--- config.mk ---
export PLATFORM = sky130hd
export DESIGN_NAME = sec_attr_lookup
export DESIGN_NICKNAME = d
export VERILOG_FILES = /design/src/rtl/sec_attr_pkg.sv /design/src/rtl/sar_regfile.sv /design/src/rtl/sar_region_match.sv /design/src/rtl/sar_exempt_decode.sv /design/src/rtl/sar_resolve.sv /design/src/rtl/sec_attr_lookup.sv
export SDC_FILE = /design/constraint.sdc
export NUM_CORES = 1
export LEC_CHECK = 0
export BUFFER_PORTS_ARGS = -buffer_cell sky130_fd_sc_hd__buf_2
export CORE_UTILIZATION = 50
export DETAILED_ROUTE_END_ITERATION = 10
export PLACE_DENSITY = 0.66
export SLEW_MARGIN = 5
export SYNTH_ARGS = -nofsm -noshare
export SYNTH_HDL_FRONTEND = slang
export SYNTH_SLANG_ARGS = --single-unit
export TNS_END_PERCENT = 1
--- constraint.sdc ---
create_clock -name clk -period 3.13 [get_ports clk]
set_input_delay 0.1565 -clock clk [delete_from_list [all_inputs] [get_ports clk]]
set_output_delay 0.1565 -clock clk [all_outputs]
set_load 0.01 [all_outputs]
--- src/rtl/sec_attr_pkg.sv ---
package sec_attr_pkg;

    localparam int ADDR_W    = 32;
    localparam int GRAN_BITS = 5;

    // register kind carried in the low two bits of the write address
    typedef enum logic [1:0] {
        SEL_BASE  = 2'd0,
        SEL_LIMIT = 2'd1,
        SEL_CTRL  = 2'd2,
        SEL_NONE  = 2'd3
    } sel_code_e;

    localparam int CTRL_EN_BIT    = 0;
    localparam int CTRL_ALLNS_BIT = 1;
    localparam int LIM_EN_BIT     = 0;
    localparam int LIM_NSC_BIT    = 1;

    // fetches from this top nibble are always secure
    localparam logic [3:0] FETCH_SEC_TOP = 4'hF;

    // fixed windows that bypass the region table
    localparam int NWIN = 5;
    localparam logic [NWIN-1:0][ADDR_W-1:0] WIN_LO = {
        32'hE00F_F000, 32'hE004_0000, 32'hE002_E000, 32'hE000_E000, 32'hE000_0000
    };
    localparam logic [NWIN-1:0][ADDR_W-1:0] WIN_HI = {
        32'hE00F_FFFF, 32'hE004_1FFF, 32'hE002_EFFF, 32'hE000_EFFF, 32'hE000_2FFF
    };

    typedef struct packed {
        logic ns;
        logic nsc;
        logic valid;
    } attr_flags_t;

endpackage

--- src/rtl/sar_regfile.sv ---
module sar_regfile
    import sec_attr_pkg::*;
#(
    parameter int NREG   = 8,
    parameter int RIDX_W = 3
) (
    input  logic                          clk,
    input  logic                          rst_n,
    input  logic                          wr_en,
    input  logic [RIDX_W-1:0]             wr_ridx,
    input  sel_code_e                     wr_code,
    input  logic [ADDR_W-1:0]             wr_data,
    output logic [NREG-1:0][ADDR_W-1:0]   base_q,
    output logic [NREG-1:0][ADDR_W-1:0]   limit_q,
    output logic [1:0]                    ctrl_q
);

    typedef struct packed {
        logic [NREG-1:0][ADDR_W-1:0] base;
        logic [NREG-1:0][ADDR_W-1:0] limit;
        logic [1:0]                  ctrl;
    } rf_t;

    rf_t st_d;
    rf_t st_q;

    always_comb begin
        st_d = st_q;
        if (wr_en) begin
            case (wr_code)
                SEL_BASE: begin
                    for (int r = 0; r < NREG; r++) begin
                        if (wr_ridx == RIDX_W'(r)) begin
                            st_d.base[r] = wr_data;
                        end
                    end
                end
                SEL_LIMIT: begin
                    for (int r = 0; r < NREG; r++) begin
                        if (wr_ridx == RIDX_W'(r)) begin
                            st_d.limit[r] = wr_data;
                        end
                    end
                end
                SEL_CTRL: begin
                    st_d.ctrl = wr_data[1:0];
                end
                default: begin
                end
            endcase
        end
    end

    always_ff @(posedge clk or negedge rst_n) begin
        if (!rst_n) begin
            st_q <= '0;
        end else begin
            st_q <= st_d;
        end
    end

    assign base_q  = st_q.base;
    assign limit_q = st_q.limit;
    assign ctrl_q  = st_q.ctrl;

endmodule

--- src/rtl/sar_region_match.sv ---
module sar_region_match
    import sec_attr_pkg::*;
#(
    parameter int NREG = 8
) (
    input  logic [ADDR_W-1:0]           addr,
    input  logic [NREG-1:0][ADDR_W-1:0] base,
    input  logic [NREG-1:0][ADDR_W-1:0] limit,
    output logic [NREG-1:0]             hit,
    output logic [NREG-1:0]             nsc_mark
);

    localparam int HI_W = ADDR_W - GRAN_BITS;

    for (genvar g = 0; g < NREG; g++) begin : g_region
        logic [ADDR_W-1:0] lo_edge;
        logic [ADDR_W-1:0] hi_edge;
        logic              unused_low;

        assign lo_edge    = {base[g][ADDR_W-1:GRAN_BITS], {GRAN_BITS{1'b0}}};
        assign hi_edge    = {limit[g][ADDR_W-1:GRAN_BITS], {GRAN_BITS{1'b1}}};
        assign hit[g]     = limit[g][LIM_EN_BIT]
                          && (addr >= lo_edge) && (addr <= hi_edge);
        assign nsc_mark[g] = limit[g][LIM_NSC_BIT];
        assign unused_low = ^{base[g][GRAN_BITS-1:0], limit[g][GRAN_BITS-1:2]};
    end

    localparam int UNUSED_HI_W = HI_W;

endmodule

--- src/rtl/sar_exempt_decode.sv ---
module sar_exempt_decode
    import sec_attr_pkg::*;
(
    input  logic [ADDR_W-1:0] addr,
    output logic              exempt
);

    logic [NWIN-1:0] in_win;

    for (genvar w = 0; w < NWIN; w++) begin : g_win
        assign in_win[w] = (addr >= WIN_LO[w]) && (addr <= WIN_HI[w]);
    end

    assign exempt = |in_win;

endmodule

--- src/rtl/sar_resolve.sv ---
module sar_resolve
    import sec_attr_pkg::*;
#(
    parameter int NREG   = 8,
    parameter int RIDX_W = 3
) (
    input  logic [NREG-1:0]   hit,
    input  logic [NREG-1:0]   nsc_mark,
    input  logic [1:0]        ctrl,
    input  logic              exempt,
    input  logic              fetch_top,
    input  logic              req_secure,
    output attr_flags_t       flags,
    output logic [RIDX_W-1:0] region
);

    logic [RIDX_W-1:0] idx;
    logic              any_hit;
    logic              multi_hit;
    logic              nsc_hit;

    // index of the highest hit; only used when exactly one hit exists
    always_comb begin
        idx = '0;
        for (int r = 0; r < NREG; r++) begin
            if (hit[r]) begin
                idx = RIDX_W'(r);
            end
        end
    end

    assign any_hit   = |hit;
    assign multi_hit = |(hit & (hit - NREG'(1)));
    assign nsc_hit   = |(hit & nsc_mark);

    always_comb begin
        flags  = '0;
        region = '0;
        if (fetch_top) begin
            flags = '0;
        end else if (exempt) begin
            flags.ns = !req_secure;
        end else if (!ctrl[CTRL_EN_BIT]) begin
            flags.ns = ctrl[CTRL_ALLNS_BIT];
        end else if (any_hit && !multi_hit) begin
            flags.ns    = !nsc_hit;
            flags.nsc   = nsc_hit;
            flags.valid = 1'b1;
            region      = idx;
        end
    end

endmodule

--- src/rtl/sec_attr_lookup.sv ---
module sec_attr_lookup
    import sec_attr_pkg::*;
#(
    parameter int NREG   = 8,
    parameter int RIDX_W = (NREG > 1) ? $clog2(NREG) : 1,
    parameter int WA     = RIDX_W + 2
) (
    input  logic              clk,
    input  logic              rst_n,
    input  logic              wr_en,
    input  logic [WA-1:0]     wr_addr,
    input  logic [31:0]       wr_data,
    input  logic [31:0]       addr,
    input  logic              is_fetch,
    input  logic              req_secure,
    output logic              attr_ns,
    output logic              attr_nsc,
    output logic [RIDX_W-1:0] attr_region,
    output logic              attr_region_valid
);

    logic [NREG-1:0][ADDR_W-1:0] base_q;
    logic [NREG-1:0][ADDR_W-1:0] limit_q;
    logic [1:0]                  ctrl_q;
    logic [NREG-1:0]             hit;
    logic [NREG-1:0]             nsc_mark;
    logic                        exempt;
    logic                        fetch_top;
    attr_flags_t                 flags;
    sel_code_e                   wr_code;

    assign wr_code   = sel_code_e'(wr_addr[1:0]);
    assign fetch_top = is_fetch && (addr[ADDR_W-1:ADDR_W-4] == FETCH_SEC_TOP);

    sar_regfile #(.NREG(NREG), .RIDX_W(RIDX_W)) u_regs (
        .clk     (clk),
        .rst_n   (rst_n),
        .wr_en   (wr_en),
        .wr_ridx (wr_addr[WA-1:2]),
        .wr_code (wr_code),
        .wr_data (wr_data),
        .base_q  (base_q),
        .limit_q (limit_q),
        .ctrl_q  (ctrl_q)
    );

    sar_region_match #(.NREG(NREG)) u_match (
        .addr     (addr),
        .base     (base_q),
        .limit    (limit_q),
        .hit      (hit),
        .nsc_mark (nsc_mark)
    );

    sar_exempt_decode u_exempt (
        .addr   (addr),
        .exempt (exempt)
    );

    sar_resolve #(.NREG(NREG), .RIDX_W(RIDX_W)) u_resolve (
        .hit        (hit),
        .nsc_mark   (nsc_mark),
        .ctrl       (ctrl_q),
        .exempt     (exempt),
        .fetch_top  (fetch_top),
        .req_secure (req_secure),
        .flags      (flags),
        .region     (attr_region)
    );

    assign attr_ns           = flags.ns;
    assign attr_nsc          = flags.nsc;
    assign attr_region_valid = flags.valid;

endmodule

* Yosys cells after proc, flatten, opt, wreduce, memory -nomap -nowiden
Cells that the tools add are included.
Word-level totals: bits in registers 514, input port bits 74, output and inout bits 6, word-level logic and storage cells 122
Operators by class: $add $sub $neg 1, magnitude comparators 26, equal/unequal tests 10, mux-type cells 17, bitwise logic cells 2, reduce and logical (&&, ||, !) cells 49
Operator list (number):
- >= comparator 32 bit | 8
- <= comparator 32 bit | 8
- >= comparator 32 bit (second input constant) | 5
- <= comparator 32 bit (second input constant) | 5
- AND reduction 3 bit | 16
- two-way mux 3 bit | 10
- OR reduction 8 bit | 3
- logical AND 1 bit | 23
- AND 8 bit | 2
- equality test 3 bit (second input constant) | 4
- two-way mux 2 bit | 4
- subtractor 8 x 1 -> 8 bit (second input constant) | 1
- equality test 3 x 2 -> 1 bit (second input constant) | 2
- OR reduction 5 bit | 1
- equality test 4 bit (second input constant) | 1
- equality test 3 x 1 -> 1 bit (second input constant) | 1
- zero test 1 bit | 3
- zero test 3 bit | 1
- two-way mux 1 bit | 3
- equality test 2 x 1 -> 1 bit (second input constant) | 1
- equality test 2 bit (second input constant) | 1
- zero test 2 bit | 1
- AND reduction 2 bit | 1

* Depth between registers and ports, before layout
Gate-level depths: netlist (run 1).
word-level depth 14, mapped depth 13, depth with buffers taken out 12

* Modules after synthesis
A second synthesis (run 1) with hierarchy kept.
Second synthesis, totals: cell total of the unflattened synthesis 2749, area total of the unflattened synthesis 30854.6 sq um
Modules (own cells, without submodules):
- sar_regfile | times used 1, cells each 1137, area an instance 19408.6 sq um, sequential area each 12862.3 sq um
- sar_region_match | times used 1, cells each 1545, area an instance 11018.1 sq um, sequential area each 0.0 sq um
- sar_resolve | times used 1, cells each 47, area an instance 297.8 sq um, sequential area each 0.0 sq um
- sar_exempt_decode | times used 1, cells each 17, area an instance 117.6 sq um, sequential area each 0.0 sq um
- sec_attr_lookup | times used 1, cells each 3, area an instance 12.5 sq um, sequential area each 0.0 sq um

* Worst setup path before layout (run 1)
No wires, ideal clock.
kind flip-flop to output port, from reg u_regs.st_q, in the netlist u_regs.limit_q[61], to out attr_ns, data arrival time 3101 ps, data required time 2974 ps, slack -128 ps, cell stages (with the launch flop) 12, path buffers 0, cell sequence dfrtp_1 > inv_1 > ha_1 > a21o_1 > a21o_1 > a221o_1 > a211o_1 > a211oi_1 > or3_4 > a21oi_1 > or4_1 > a41o_1
Between the ends: cells in the longest elaborated chain, start to end 11, elaborated cells on any way between the ends 15
RTL lines:
- start, declared | line sar_regfile.sv:25 | rf_t st_q;
- start signal, assigned | line sar_regfile.sv:58 | st_q <= st_d;
- <= comparator 32 bit * | line sar_region_match.sv:23 | && (addr >= lo_edge) && (addr <= hi_edge);
- logical AND 1 bit * | line sar_region_match.sv:23
- subtractor 8 x 1 -> 8 bit | line sar_resolve.sv:33 | assign multi_hit = |(hit & (hit - NREG'(1)));
- AND 8 bit | line sar_resolve.sv:33
- OR reduction 8 bit | line sar_resolve.sv:33
- zero test 1 bit | line sar_resolve.sv:45 | end else if (any_hit && !multi_hit) begin
- logical AND 1 bit | line sar_resolve.sv:45
- two-way mux 3 bit * | line sar_resolve.sv:45
- two-way mux 1 bit * | line sar_resolve.sv:43 | end else if (!ctrl[CTRL_EN_BIT]) begin
- two-way mux 1 bit * | line sar_resolve.sv:41 | end else if (exempt) begin
- two-way mux 3 bit * | line sar_resolve.sv:39 | if (fetch_top) begin
- end, declared | line sec_attr_lookup.sv:16 | output logic attr_ns,
Every way passes the cells marked *; elsewhere a longest branch is shown, timed or not.

* Worst setup path after layout (run 1)
from reg u_regs.st_q, in the netlist u_regs.base_q[70], to out attr_ns
Between the ends: cells in the longest elaborated chain, start to end 12, elaborated cells on any way between the ends 16
RTL lines (line):
- >= comparator 32 bit * | sar_region_match.sv:23
- logical AND 1 bit * (2 in a row) | sar_region_match.sv:23
- subtractor 8 x 1 -> 8 bit | sar_resolve.sv:33
- AND 8 bit | sar_resolve.sv:33
- OR reduction 8 bit | sar_resolve.sv:33
- zero test 1 bit | sar_resolve.sv:45
- logical AND 1 bit | sar_resolve.sv:45
- two-way mux 3 bit * | sar_resolve.sv:45
- two-way mux 1 bit * | sar_resolve.sv:43
- two-way mux 1 bit * | sar_resolve.sv:41
- two-way mux 3 bit * | sar_resolve.sv:39
Marks and branches as above.

==> flow_metrics.env, run 1 <==
export IMPL_status="complete, but fails checks"
export IMPL_failed_checks="negative setup slack"
export IMPL_crit_arrival_ns=4.06
export IMPL_cts_inserted_buffers=52
export IMPL_cts_root_buf="clkbuf_16"
export IMPL_synth_fp_nets=3287
export IMPL_setup_ws_ns=-1.083
export IMPL_synth_edf_count=0
export IMPL_nets=3650
export IMPL_cts_clk_slew_worst_paths_ns=0.06
export IMPL_rsz0062_at_grt="true"
export IMPL_synthTopCellsByArea="dfrtp_1 (41%), ha_1 (19%), mux2_2 (12%), inv_1 (6.0%), o21ai_0 (3.8%)"
export IMPL_synthesis_area_um2=27800
export IMPL_rows=86
export IMPL_die_x_um=237.8
export IMPL_routedWlPerCell_um=20.74
export IMPL_synthArstFlopShare_pct=100.0
export IMPL_fp_coreArea_um2=54990
export IMPL_cp_data_required_time_ns=2.97
export IMPL_viasPerCell=5.640
export IMPL_synth_seq_cells=450
export IMPL_tightest_slew_ns=0.6758
export IMPL_worstSetupPathType="reg2out"
export IMPL_worstSetupEndpointType="output port"
export IMPL_grtUsageMet2_pct=49.81
export IMPL_h_tree_depth=2
export IMPL_clock_path_buffers=3
export IMPL_max_slew_margin_rel_pct=54.94
export IMPL_antenna_found_initial=3
export IMPL_slowest_delay_ns=0.44
export IMPL_register_area_um2=11260
export IMPL_grt_start_max_net_pins=76
export IMPL_hpwl_um=59890
export IMPL_p_leak_nw=16.76
export IMPL_power_frac_clock_pct=30.9
export IMPL_final_core_util_pct=60.95
export IMPL_clkLatencyLatePin_ns=0.59
export IMPL_top_usage_layer="met2"
export IMPL_layout_commonest_cell="dfrtp_1"
export IMPL_mostFrequentLayoutCells="dfrtp_1 (450), inv_1 (441), ha_1 (428), buf_4 (290), mux2_2 (289)"
export IMPL_worstHoldPathType="in2reg"
export IMPL_drt_iter0_drc=1479
export IMPL_timing_max_transition_violations_final=0
export IMPL_finalCritPeriodShare_pct=134.6
export IMPL_ys_flop_type="dfrtp_1"
export IMPL_gp_congestion=0.9140
export IMPL_nFillCells=4459
export IMPL_critPathMaxFanout=4
export IMPL_drc_errors=0
export IMPL_sw_frac_of_total_pct=31.65
export IMPL_p_per_area_nw_per_um2=594.9
export IMPL_grt_use_total_pct=29.47
export IMPL_dp_cells=3825
export IMPL_layout_min_cycle_time_ns=4.213
export IMPL_ys_types=65
export IMPL_multi_input_area_um2=14860
export IMPL_yosysTopAreaCell="dfrtp_1"
export IMPL_ios=80
export IMPL_synth_top_cell_area_share_pct=40.50
export IMPL_yosysWarnings=0
export IMPL_irDropWorstVdd_uv=499.5
export IMPL_grt_pass1_vias=23301
export IMPL_finClkSkew_ns=0
export IMPL_setup_violations_final=6
export IMPL_gr_usage_met3_pct=3.542
export IMPL_dr_pass1_iters=6
export IMPL_cts_sinks=450
export IMPL_vias=22186
export IMPL_p_sw_w=0.006310
export IMPL_power_frac_seq_pct=37.8
export IMPL_netlist_instances=2781
export IMPL_met1_usage_pct=37.83
export IMPL_fin_cells=3934
export IMPL_max_freq_ghz=0.2374
export IMPL_seq_area_frac_synth_pct=40.50
export IMPL_dieArea_um2=56550
export IMPL_wirelength_um=81590
export IMPL_overflow=0
export IMPL_grt_pass1_wl_um=127900
export IMPL_die_h_um=237.8
export IMPL_port_buffers=76
export IMPL_power_frac_comb_pct=31.3
export IMPL_syn_mean_instance_area_um2=9.997
export IMPL_synthToLayoutAreaGrowth_pct=20.55
export IMPL_drive_gt1_share_pct=25.47
export IMPL_crit_chain="inv_1 > ha_4 > nand2_1 > nor4_1 > o41ai_1 > o211ai_1 > a2111o_1 > a21o_4 > or3_4 > nor2b_1 > or4_1 > a41o_1 > buf_2"
export IMPL_worstSetupStartpointType="flip-flop"
export IMPL_detail_route_antenna_nets=0
export IMPL_initial_utilization_pct=50.56
export IMPL_cts_tree="done"
export IMPL_cp_slowest_cell="a2111o_1"
export IMPL_hold_viol=0
export IMPL_drv_cap=0
export IMPL_p_int_w=0.01363
-- cells in the mapped netlist, types with 5 or more instances --
| master | number |
|---|---|
| nand3_1 | 35 |
| a21oi_1 | 145 |
| nor2b_1 | 18 |
| nor2_1 | 46 |
| and2_1 | 5 |
| or3_1 | 5 |
| a211o_1 | 5 |
| ha_1 | 432 |
| a221oi_1 | 16 |
| inv_1 | 442 |
| o31ai_1 | 5 |
| nor3_1 | 26 |
| nor4_1 | 16 |
| a221o_1 | 5 |
| a211oi_1 | 17 |
| nand4_1 | 80 |
| o21ai_0 | 213 |
| and4_1 | 14 |
| mux2_2 | 289 |
| nand2b_1 | 8 |
| nand2_1 | 263 |
| o21a_1 | 7 |
| a2111oi_0 | 5 |
| and3_1 | 11 |
| o211ai_1 | 8 |
| dfrtp_1 | 450 |
| clkbuf_1 | 86 |
| a21o_1 | 66 |
-- area by class of cell --
class / count / area share, %
Timing Repair Buffer: 396 / 9.184
Inverter: 442 / 4.950
Antenna cell: 2 / 0.01493
Multi-Input combinational cell: 1802 / 44.34
Clock inverter: 14 / 0.4666
Clock buffer: 80 / 4.652
Sequential cell: 450 / 33.60
Tap cell: 748 / 2.792
-- critical path: cells and delay by family, from the launching register on --
family / cells / cell delay (ns)
AOI/OAI and AO/OA: 5 / 1.55
adders and majority gates: 1 / 0.21
buffers and inverters: 2 / 0.25
DFF: 1 / 0.37
and+or+nand+nor: 5 / 1.08
-- power by group through the flow --
stage	combinational (W)	clock [W]	sequential, W
global route	0.00701	0.00646	0.00767
detailed placement	0.00601	0	0.00763
floorplan	0.00372	0	0.00747
finish	0.00625	0.00616	0.00754
global placement	0.00572	0	0.00757
CTS	0.00618	0.00627	0.00754
-- through the flow --
| step | area [µm²] | hold WS (ns) | power [W] | setup WS (ns) | setup TNS [ns] |
|---|---|---|---|---|---|
| after floorplan | 27820 | -0.1391 | 0.01119 | 0.03607 | 0 |
| after global placement | 31420 | 0.2143 | 0.01329 | -0.9754 | -5.532 |
| after detailed placement | 31420 | 0.2107 | 0.01365 | -1.074 | -5.996 |
| after CTS | 33430 | 0.0007489 | 0.01999 | -1.059 | -5.698 |
| after global routing | 33510 | 0.03572 | 0.02114 | -1.221 | -6.370 |
| final | 33520 | 0.01582 | 0.01994 | -1.083 | -5.556 |
-- metal layers --
metal  share of wire, %  wire length [µm]
met1                 42             34390
met2                 48             38850
met3                5.8              4772
met4                4.4              3563
met5              0.020                16
-- kinds of logic (layout without fill, tap and decap cells) --
logic type | after synthesis | after routing | synth area share (%)
compound gates | 533 | 533 | 11.63
fa+ha+maj | 432 | 432 | 19.44
flops | 450 | 450 | 40.50
buf+inv | 529 | 932 | 7.142
other cells | 0 | 2 | 0
simple gates | 547 | 547 | 9.541
mux | 290 | 290 | 11.74
-- worst paths after layout --
kind	from	to	slack, ns	depth (start not counted)
min in group asynchronous	rst_n	u_regs.limit_q[9]	0.17	2
setup reg to reg	u_regs.limit_q[224]	u_regs.limit_q[224]	2.25	1
hold reg to reg	u_regs.limit_q[23]	u_regs.limit_q[23]	0.50	1
hold / removal	wr_data[17]	u_regs.limit_q[177]	0.02	3
max in group asynchronous	rst_n	u_regs.base_q[188]	1.82	3
setup / recovery	u_regs.base_q[70]	attr_ns	-1.08	13
-- sequential cells by signal (all words and copies together) (netlist names) --
| signal | cells |
|---|---|
| u_regs.limit_q | 232 |
| u_regs.base_q | 216 |
| u_regs.ctrl_q | 2 |
-- timing repair --
item	4_1_cts	5_1_grt
setup endpoints to repair	6	6
hold buffers	9	0
endpoints found under the hold margin	85	0
pin swaps	11	9
resized for setup	36	11
setup buffers	1	3
Power figures use the tool's default switching activity.
==> run 2, diff against run 1 <==
- PLACE_DENSITY: 0.66 -> 0.63
- SKIP_CTS_REPAIR_TIMING: default -> 1
- clock period: 3.13 -> 5 ns (I/O delays scaled with it)
==> flow_metrics.env, run 2 (synthesized netlist as in run 1, its figures left out) <==
export IMPL_mostFrequentLayoutCells="dfrtp_1 (450), inv_1 (442), ha_1 (432), mux2_2 (289), nand2_1 (263)"
export IMPL_largest_register_ffs=232
export IMPL_clock_path_buffers=3
export IMPL_finalCritPeriodShare_pct=94.04
export IMPL_worstSetupPathType="reg2out"
export IMPL_layout_min_cycle_time_ns=4.702
export IMPL_final_cell_area_um2=30920
export IMPL_overflow=0
export IMPL_fin_cells=3656
export IMPL_slowest_delay_ns=0.49
export IMPL_h_tree_depth=2
export IMPL_max_freq_ghz=0.2127
export IMPL_grt_start_max_net_pins=136
export IMPL_synthToLayoutAreaGrowth_pct=11.22
export IMPL_cp_top_family="compound AO/OA/AOI/OAI gates"
export IMPL_hold_viol=0
export IMPL_worstSetupEndpointType="output port"
export IMPL_dp_cells=3561
export IMPL_viasPerCell=5.702
export IMPL_finClkSkew_ns=0
export IMPL_vias=20845
export IMPL_die_h_um=237.8
export IMPL_hpwl_um=52630
export IMPL_wirelength_um=77440
export IMPL_rows=86
export IMPL_grt_use_total_pct=28.11
export IMPL_drv_cap=0
export IMPL_grt_pass1_vias=21267
export IMPL_cts_tree="done"
export IMPL_crit_arrival_ns=4.45
export IMPL_irDropWorstVdd_uv=268.4
export IMPL_critPathMaxFanout=8
export IMPL_crit_chain="inv_1 > ha_1 > a21oi_1 > o21ai_0 > a2111oi_0 > o21ai_1 > a221oi_1 > a22oi_2 > or3_1 > a21boi_0 > o31ai_2 > a21oi_1 > buf_2"
export IMPL_placed_area_um2=29190
export IMPL_port_buffers=76
export IMPL_antenna_found_initial=5
export IMPL_cts_root_buf="clkbuf_16"
export IMPL_p_leak_nw=15.30
export IMPL_power_w=0.01184
export IMPL_dieArea_um2=56550
export IMPL_status="completed"
export IMPL_initial_utilization_pct=50.56
export IMPL_nFillCells=4817
export IMPL_die_x_um=237.8
export IMPL_timing_max_transition_violations_final=0
export IMPL_tightest_slew_ns=1.236
export IMPL_setup_violations_final=0
export IMPL_clkLatencyLatePin_ns=0.59
export IMPL_cp_slowest_cell="a2111oi_0"
export IMPL_worstSetupStartpointType="flip-flop"
export IMPL_fp_coreArea_um2=54990
export IMPL_detail_route_antenna_nets=0
export IMPL_drt_iter0_drc=1351
export IMPL_layout_commonest_cell="dfrtp_1"
export IMPL_cp_data_required_time_ns=4.75
export IMPL_p_per_area_nw_per_um2=382.9
export IMPL_crit_top_cell="a21oi_1"
export IMPL_grt_pass1_wl_um=120800
export IMPL_dr_pass1_iters=8
export IMPL_routedWlPerCell_um=21.18
export IMPL_nets=3374
export IMPL_final_setup_tns_ns=0
export IMPL_cts_sinks=450
export IMPL_ios=80
export IMPL_cp_num_buf_inv=2
export IMPL_drive_gt1_share_pct=17.51
export IMPL_cts_clk_slew_worst_paths_ns=0.06
export IMPL_gp_congestion=0.8836
export IMPL_max_slew_margin_rel_pct=17.45
export IMPL_drc_errors=0
export IMPL_rsz0062_at_grt="false"
export IMPL_worstHoldPathType="in2reg"
export IMPL_cts_inserted_buffers=52
-- run 2: path summary, 6_finish.rpt --
kind                       slack (ns)  depth (start not counted)                   to                start
max                              0.30                         13       attr_region[1]   u_regs.base_q[207]
min                              0.05                          2  u_regs.limit_q[161]           wr_data[1]
max reg2reg                      4.16                          1  u_regs.limit_q[224]  u_regs.limit_q[224]
min reg2reg                      0.50                          1   u_regs.base_q[139]   u_regs.base_q[139]
max in group asynchronous        3.56                          3   u_regs.base_q[183]                rst_n
min in group asynchronous        0.28                          2  u_regs.limit_q[231]                rst_n
-- run 2: layout make-up --
class | count | area, µm² | share of cell area, %
flip-flops and latches | 450 | 11260 | 36.42
repair buffers | 120 | 760.7 | 2.460
inverters | 442 | 1659 | 5.365
clock inverters | 14 | 126.4 | 0.4087
clock buffers | 79 | 1584 | 5.123
diodes | 1 | 2.502 | 0.008093
multi-input cells | 1802 | 14590 | 47.19
well taps | 748 | 935.9 | 3.027
-- run 2: where the power goes --
group          internal, W  switching (W)  leakage, nW
clock network      0.00227        0.00154        0.852
logic              0.00146        0.00186         8.94
registers          0.00440       0.000305         5.51
total              0.00813        0.00371         15.3
-- run 2: metal layers --
layer  wire length (µm)  global-route usage [%]
met1              33830                   37.04
met2              36600                   47.26
met5                 34                       0
met4               2786                   9.834
met3               4186                   3.890
-- run 2: through the flow --
| step | hold WS [ns] | util, % | setup slack [ns] |
|---|---|---|---|
| after floorplan | -0.04559 | - | 1.649 |
| after global placement | 0.3442 | 53.09 | 0.7224 |
| after detailed placement | 0.3455 | 53.09 | 0.6523 |
| after CTS | -0.2835 | 56.21 | 0.1931 |
| after global routing | 0.05356 | 56.23 | 0.01788 |
| final | 0.05225 | 56.24 | 0.2978 |
